<file path="src/rtl/err_status_pkg.sv">
package err_status_pkg;

  // Interrupt pin signalling style, encoded as in the control register field.
  typedef enum logic [1:0] {
    PIN_HIGH = 2'b00,
    PIN_LOW  = 2'b01,
    PIN_OD   = 2'b10,
    PIN_OFF  = 2'b11
  } pin_mode_e;

  localparam int unsigned MODE_W = 2;

endpackage

</file>
<file path="src/rtl/esi_cfg_regs.sv">
module esi_cfg_regs
  import err_status_pkg::*;
#(
  parameter int unsigned ST_W = 5
) (
  input  logic            clk,
  input  logic            rst_ni,
  input  logic            wr_mode_i,
  input  logic [1:0]      wmode_i,
  input  logic            wr_mask_i,
  input  logic [ST_W-1:0] wmask_i,
  output pin_mode_e       mode_o,
  output logic [ST_W-1:0] mask_o
);

  pin_mode_e       mode_q, mode_d;
  logic [ST_W-1:0] mask_q, mask_d;

  always_comb begin
    mode_d = mode_q;
    mask_d = mask_q;
    if (wr_mode_i) mode_d = pin_mode_e'(wmode_i);
    if (wr_mask_i) mask_d = wmask_i;
  end

  always_ff @(posedge clk or negedge rst_ni) begin
    if (!rst_ni) begin
      mode_q <= PIN_HIGH;
      mask_q <= '0;
    end else begin
      if (wr_mode_i) mode_q <= mode_d;
      if (wr_mask_i) mask_q <= mask_d;
    end
  end

  assign mode_o = mode_q;
  assign mask_o = mask_q;

  AST_MASK_HOLD: assert property (@(posedge clk) disable iff (!rst_ni)
    !wr_mask_i |=> $stable(mask_o));
  AST_MODE_WRITE: assert property (@(posedge clk) disable iff (!rst_ni)
    wr_mode_i |=> (mode_o == $past(wmode_i)));

endmodule

</file>
<file path="src/rtl/esi_sticky.sv">
module esi_sticky #(
  parameter int unsigned ST_W = 5
) (
  input  logic            clk,
  input  logic            rst_ni,
  input  logic [ST_W-1:0] live_i,
  input  logic [ST_W-1:0] mask_i,
  input  logic            clr_i,
  output logic [ST_W-1:0] sticky_o
);

  logic [ST_W-1:0] sticky_q, sticky_d, hit;

  assign hit = live_i & mask_i;

  always_comb begin
    sticky_d = clr_i ? '0 : sticky_q;
    sticky_d = sticky_d | hit;
  end

  always_ff @(posedge clk or negedge rst_ni) begin
    if (!rst_ni) sticky_q <= '0;
    else         sticky_q <= sticky_d;
  end

  assign sticky_o = sticky_q;

  AST_STICKY_HOLD: assert property (@(posedge clk) disable iff (!rst_ni)
    !clr_i |=> ((sticky_o & $past(sticky_o)) == $past(sticky_o)));
  AST_SET_ON_ERR: assert property (@(posedge clk) disable iff (!rst_ni)
    (|(live_i & mask_i)) |=> ((sticky_o & $past(live_i & mask_i)) == $past(live_i & mask_i)));
  AST_CLEAR_ON_READ: assert property (@(posedge clk) disable iff (!rst_ni)
    clr_i |=> (sticky_o == $past(live_i & mask_i)));

endmodule

</file>
<file path="src/rtl/esi_pin_drv.sv">
module esi_pin_drv
  import err_status_pkg::*;
(
  input  logic      clk,
  input  logic      rst_ni,
  input  pin_mode_e mode_i,
  input  logic      raw_i,
  output logic      pin_o,
  output logic      oe_o
);

  logic pin_q, pin_d, oe_q, oe_d;

  always_comb begin
    unique case (mode_i)
      PIN_HIGH: begin pin_d = raw_i;  oe_d = 1'b1;  end
      PIN_LOW:  begin pin_d = !raw_i; oe_d = 1'b1;  end
      PIN_OD:   begin pin_d = 1'b0;   oe_d = raw_i; end
      default:  begin pin_d = 1'b0;   oe_d = 1'b0;  end
    endcase
  end

  always_ff @(posedge clk or negedge rst_ni) begin
    if (!rst_ni) begin
      pin_q <= 1'b0;
      oe_q  <= 1'b1;
    end else begin
      pin_q <= pin_d;
      oe_q  <= oe_d;
    end
  end

  assign pin_o = pin_q;
  assign oe_o  = oe_q;

  AST_PIN_HIGH: assert property (@(posedge clk) disable iff (!rst_ni)
    (mode_i == PIN_HIGH) |=> (oe_o && (pin_o == $past(raw_i))));
  AST_PIN_LOW: assert property (@(posedge clk) disable iff (!rst_ni)
    (mode_i == PIN_LOW) |=> (oe_o && (pin_o == !$past(raw_i))));
  AST_PIN_OD: assert property (@(posedge clk) disable iff (!rst_ni)
    (mode_i == PIN_OD) |=> (!pin_o && (oe_o == $past(raw_i))));
  AST_PIN_OFF: assert property (@(posedge clk) disable iff (!rst_ni)
    (mode_i == PIN_OFF) |=> (!pin_o && !oe_o));
  AST_HIGH_NEEDS_OE: assert property (@(posedge clk) disable iff (!rst_ni)
    pin_o |-> oe_o);

endmodule

</file>
<file path="src/rtl/err_status_irq.sv">
module err_status_irq
  import err_status_pkg::*;
#(
  parameter int unsigned ADDR_W    = 8,
  parameter int unsigned DATA_W    = 8,
  parameter int unsigned N_OVFL    = 3,
  parameter int unsigned MODE_LSB  = 2,
  parameter logic [ADDR_W-1:0] CTRL_ADDR = 'h18,
  parameter logic [ADDR_W-1:0] STAT_ADDR = 'h19,
  parameter logic [ADDR_W-1:0] MASK_ADDR = 'h1A
) (
  input  logic              clk,
  input  logic              rst_n,
  input  logic [N_OVFL-1:0] err_ovfl,
  input  logic              err_adc_clk,
  input  logic              err_dac_clk,
  input  logic [ADDR_W-1:0] reg_addr,
  input  logic [DATA_W-1:0] reg_wdata,
  input  logic              reg_wr,
  input  logic              reg_rd,
  output logic [DATA_W-1:0] reg_rdata,
  output logic              irq_pin,
  output logic              irq_oe
);

  localparam int unsigned ST_W = N_OVFL + 2;

  // Reset: asserted asynchronously, released through two flops.
  logic rst_s1_q, rst_sync_n;
  always_ff @(posedge clk or negedge rst_n) begin
    if (!rst_n) begin
      rst_s1_q   <= 1'b0;
      rst_sync_n <= 1'b0;
    end else begin
      rst_s1_q   <= 1'b1;
      rst_sync_n <= rst_s1_q;
    end
  end

  logic [ST_W-1:0] live, mask, sticky;
  pin_mode_e       mode;
  logic            sel_ctrl, sel_stat, sel_mask, raw_irq;

  assign live     = {err_dac_clk, err_adc_clk, err_ovfl};
  assign sel_ctrl = (reg_addr == CTRL_ADDR);
  assign sel_stat = (reg_addr == STAT_ADDR);
  assign sel_mask = (reg_addr == MASK_ADDR);
  assign raw_irq  = |(live & mask);

  logic unused_wdata;
  assign unused_wdata = ^reg_wdata[DATA_W-1:ST_W];

  esi_cfg_regs #(.ST_W(ST_W)) i_cfg (
    .clk       (clk),
    .rst_ni    (rst_sync_n),
    .wr_mode_i (reg_wr && sel_ctrl),
    .wmode_i   (reg_wdata[MODE_LSB +: MODE_W]),
    .wr_mask_i (reg_wr && sel_mask),
    .wmask_i   (reg_wdata[ST_W-1:0]),
    .mode_o    (mode),
    .mask_o    (mask)
  );

  esi_sticky #(.ST_W(ST_W)) i_sticky (
    .clk      (clk),
    .rst_ni   (rst_sync_n),
    .live_i   (live),
    .mask_i   (mask),
    .clr_i    (reg_rd && sel_stat),
    .sticky_o (sticky)
  );

  esi_pin_drv i_pin (
    .clk    (clk),
    .rst_ni (rst_sync_n),
    .mode_i (mode),
    .raw_i  (raw_irq),
    .pin_o  (irq_pin),
    .oe_o   (irq_oe)
  );

  always_comb begin
    reg_rdata = '0;
    if (sel_ctrl)      reg_rdata[MODE_LSB +: MODE_W] = mode;
    else if (sel_stat) reg_rdata[ST_W-1:0] = sticky & mask;
    else if (sel_mask) reg_rdata[ST_W-1:0] = mask;
  end

  AST_STAT_MASKED: assert property (@(posedge clk) disable iff (!rst_sync_n)
    (reg_rd && sel_stat) |-> ((reg_rdata[ST_W-1:0] & ~mask) == '0));
  AST_CTRL_RSVD: assert property (@(posedge clk) disable iff (!rst_sync_n)
    (reg_rd && sel_ctrl) |-> (reg_rdata[DATA_W-1:MODE_LSB+MODE_W] == '0 &&
                              reg_rdata[MODE_LSB-1:0] == '0));
  AST_STAT_WRITE_IGNORED: assert property (@(posedge clk) disable iff (!rst_sync_n)
    (reg_wr && sel_stat && !reg_rd && !(|(live & mask))) |=> $stable(sticky));
  AST_OTHER_ADDR_ZERO: assert property (@(posedge clk) disable iff (!rst_sync_n)
    (!sel_ctrl && !sel_stat && !sel_mask) |-> (reg_rdata == '0));

endmodule

</file>
<file path="config.mk">
export PLATFORM = sky130hd
export DESIGN_NAME = err_status_irq
export DESIGN_NICKNAME = d
export VERILOG_FILES = /design/src/rtl/err_status_pkg.sv /design/src/rtl/esi_cfg_regs.sv /design/src/rtl/esi_sticky.sv /design/src/rtl/esi_pin_drv.sv /design/src/rtl/err_status_irq.sv
export SDC_FILE = /design/constraint.sdc
export NUM_CORES = 1
export LEC_CHECK = 0
export BUFFER_PORTS_ARGS = -buffer_cell sky130_fd_sc_hd__clkbuf_2
export CAP_MARGIN = 20
export CORE_UTILIZATION = 30
export DETAILED_ROUTE_END_ITERATION = 8
export PLACE_DENSITY = 0.65
export SLEW_MARGIN = 20
export SYNTH_ARGS = -nofsm -noshare
export SYNTH_HDL_FRONTEND = slang
export SYNTH_SLANG_ARGS = --single-unit
</file>
<file path="constraint.sdc">
create_clock -name clk -period 1.9 [get_ports clk]
set_input_delay 0.19 -clock clk [delete_from_list [all_inputs] [get_ports clk]]
set_output_delay 0.19 -clock clk [all_outputs]
set_load 0.005 [all_outputs]
</file>
==> run_results.csv <==
group,metric,value,unit
outcome,status,"finished, final reports clean",
logic_synthesis,yosys_warnings,0,
power,powerDensity,776.1,nW/µm²
logic_synthesis,netlist_instances,64,
drt,wl_per_cell,12.56,µm
power,seqPwrFrac,57.5,%
sta,final_max_slew_viol_count,0,
hold_path,hold_path.class,"input port to flip-flop",
setup_path,cp_top_family,"flip-flops",
drt,drc_errors,0,
placement,port_buffers,28,
setup_path,cp.buffers_inverters,1,
clock_tree,clk_pin_slew_worst_paths,0.08,ns
power,p_clk_share,28.6,%
floorplan,ios,35,
drt,postRouteWirelength,1.558,mm
sta,skew,0.003546,ns
power,power_frac_comb,13.9,%
grt,grt_pass1_vias,572,
logic_synthesis,ys_ff_latch,16,
sta,fin_tns_setup,0,ns
finish,final_common_cell,"clkbuf_2",
sta,finalCritPeriodShare,77.88,%
power,swShare,23.70,%
setup_path,worstPathMaxFanout,5,
clock_tree,cts-buffers-inserted,3,
floorplan,fp-row-count,17,
power,ir_drop,548.9,µV
sta,maxSlewHeadroom,64.05,%
logic_synthesis,yosysTopAreaCell,"dfrtp_1",
sta,setup_viol,0,
drt,post_drt_via_cell_ratio,5.089,
placement,gp_congestion,0.8171,
grt,antenna_found_initial,0,
finish,final_cell_mix,"28 x clkbuf_2, 15 x dfrtp_1, 7 x mux2_2",
setup_path,crit_path_end_kind,"primary output",
setup_path,critical_path_required,1.71,ns
drt,num_vias,631,
clock_tree,cts.sinks,16,
sta,rsz0062_at_grt,"no",
power,p_switching,0.1786,mW
clock_tree,htree_levels,1,
finish,syn2layout_area_growth,27.00,%
setup_path,worstSetupPathType,"flip-flop to primary output",
sta,worst_pin_slew,0.5393,ns
floorplan,design.core.area,2297,µm²
logic_synthesis,yosys.cell_types.count,20,
clock_tree,post_cts_resized,0,
clock_tree,clk_path_buf_depth,2,
run,maxCapViolations,0,
finish,antenna_cells,0,
logic_synthesis,yosysTopAreaCellShare,49.10,%
clock_tree,clockRootBuffer,"clkbuf_4",
drt,drt.antenna.violating_nets,0,
clock_tree,cts_tree,"yes",
sta,hold_viol,0,
setup_path,critPathSlowestCell,"dfrtp_1",
grt,grt_overflow,0,
logic_synthesis,synth_seq_area_share,52.54,%
floorplan,die_h,52.48,µm
setup_path,critPathMaxStageDelay,0.43,ns
drt,first_pass_iters,5,
clock_tree,clk_latency,0.28,ns
grt,grt_max_degree,15,
power,p_leak,0.4783,nW
setup_path,worstPathArrival,1.29,ns
finish,drive_gt1_share,44.79,%
logic_synthesis,netlist_area,764.5,µm²
sta,min_period,1.480,ns
floorplan,start_util,33.28,%
logic_synthesis,synth.avg_cell_area,11.95,µm²
finish,num-nets-final,122,
power,p_total,0.7536,mW
grt,grt_pass1_wl,2.442,mm
floorplan,dieArea,2754,µm²
placement,dp_hpwl,1.272,mm
logic_synthesis,synth_area_leaders,"dfrtp_1 49%, mux2_2 10%, a22o_1 5.7%",
setup_path,crit_path_cell_trace,"nand3_1 > a21o_1 > a21oi_1 > clkbuf_2",
setup_path,cp-start-kind,"flip-flop",
floorplan,die_x,52.48,µm
drt,drt_iter0_markers,12,
grt,grt_usage,12.91,%
sta,fmax,0.6758,GHz
power,internal-power,0.5750,mW
worst reg2reg max path: cells and delay by family (launching register included):
kind / cells / cell delay, ns
flops: 1 / 0.44
compound gates: 3 / 0.72
state kept, by name (all words and copies together) (netlist names):
signal,count
i_sticky.sticky_o,5
i_pin.pin_o,1
rst_s1_q,1
rst_sync_n,1
i_cfg.mask_o,5
i_pin.oe_o,1
i_cfg.mode_o,2
Yosys cell counts (all sizes together):
cell and number:
dfrtp 15, mux2 7, a21oi 6, a22o 5
nand2 4, a21o 3, buf 3, nand3 3
nand4 3, nor3b 3, conb 2, nand2b 2
nor2 2, a222oi 1, a22oi 1, and2b 1
and4bb 1, dfstp 1, nor2b 1
layout make-up:
type | count | area (µm²)
clock buffer | 4 | 36.28
sequential | 16 | 401.6
tap | 28 | 35.03
timing repair buffer | 29 | 150.1
multi-input combinational | 47 | 347.8
fill | 247 | 1326
logic make-up after synthesis:
| logic type | count (synthesis) | synth area share, % |
|---|---|---|
| compound gates | 16 | 14.89 |
| buf+inv | 3 | 2.946 |
| flops | 16 | 52.54 |
| mux | 7 | 10.31 |
| other cells | 2 | 0.9824 |
| simple gates | 20 | 18.33 |
power groups by stage:
stage | Clock (mW) | Combinational, mW | Sequential, mW
floorplan | 0 | 0.0690 | 0.428
global placement | 0 | 0.102 | 0.435
detailed placement | 0 | 0.103 | 0.438
CTS | 0.228 | 0.106 | 0.431
global route | 0.245 | 0.118 | 0.438
finish | 0.216 | 0.105 | 0.433
metrics by stage:
| stage | util [%] | cells | hold slack [ns] | area (µm²) | worst slack, ns |
|---|---|---|---|---|---|
| after global placement | 40.25 | 119 | -0.02476 | 924.6 | 0.5431 |
| after global routing | 42.27 | 124 | 0.1129 | 970.9 | 0.3502 |
| final | 42.27 | 124 | 0.1356 | 970.9 | 0.4204 |
| after detailed placement | 40.25 | 119 | -0.02212 | 924.6 | 0.5183 |
| after floorplan | - | 66 | -0.1056 | 772.0 | 0.8202 |
| after CTS | 42.27 | 124 | 0.1259 | 970.9 | 0.4188 |
timing repair:
action                                 in CTS  in global routing
buffers inserted                            0                  0
endpoints found under the hold margin       2                  0
hold buffers                                1                  0
per-layer routing:
metal | vias up | global-route usage [%] | wire [µm]
li1 | 295 | - | -
met4 | 0 | 2.632 | 0
met1 | 312 | 15.41 | 653
met3 | 0 | 5.217 | 103
met5 | - | 0 | 0
met2 | 24 | 21.73 | 802
path summary, 6_finish.rpt:
| kind | startpoint | endpoint | slack, ns | cells after the start |
|---|---|---|---|---|
| max in group asynchronous | rst_sync_n | i_pin.oe_o | 1.31 | 0 |
| min in group asynchronous | rst_n | rst_s1_q | 0.21 | 2 |
| min reg2reg | rst_sync_n | i_sticky.sticky_o[1] | 0.22 | 0 |
| max | i_cfg.mask_o[2] | reg_rdata[2] | 0.42 | 4 |
| min | reg_wdata[4] | i_cfg.mask_o[4] | 0.14 | 2 |
| max reg2reg | i_cfg.mask_o[2] | i_pin.pin_o | 0.64 | 3 |
No activity file was read; power rests on OpenSTA's default activity.
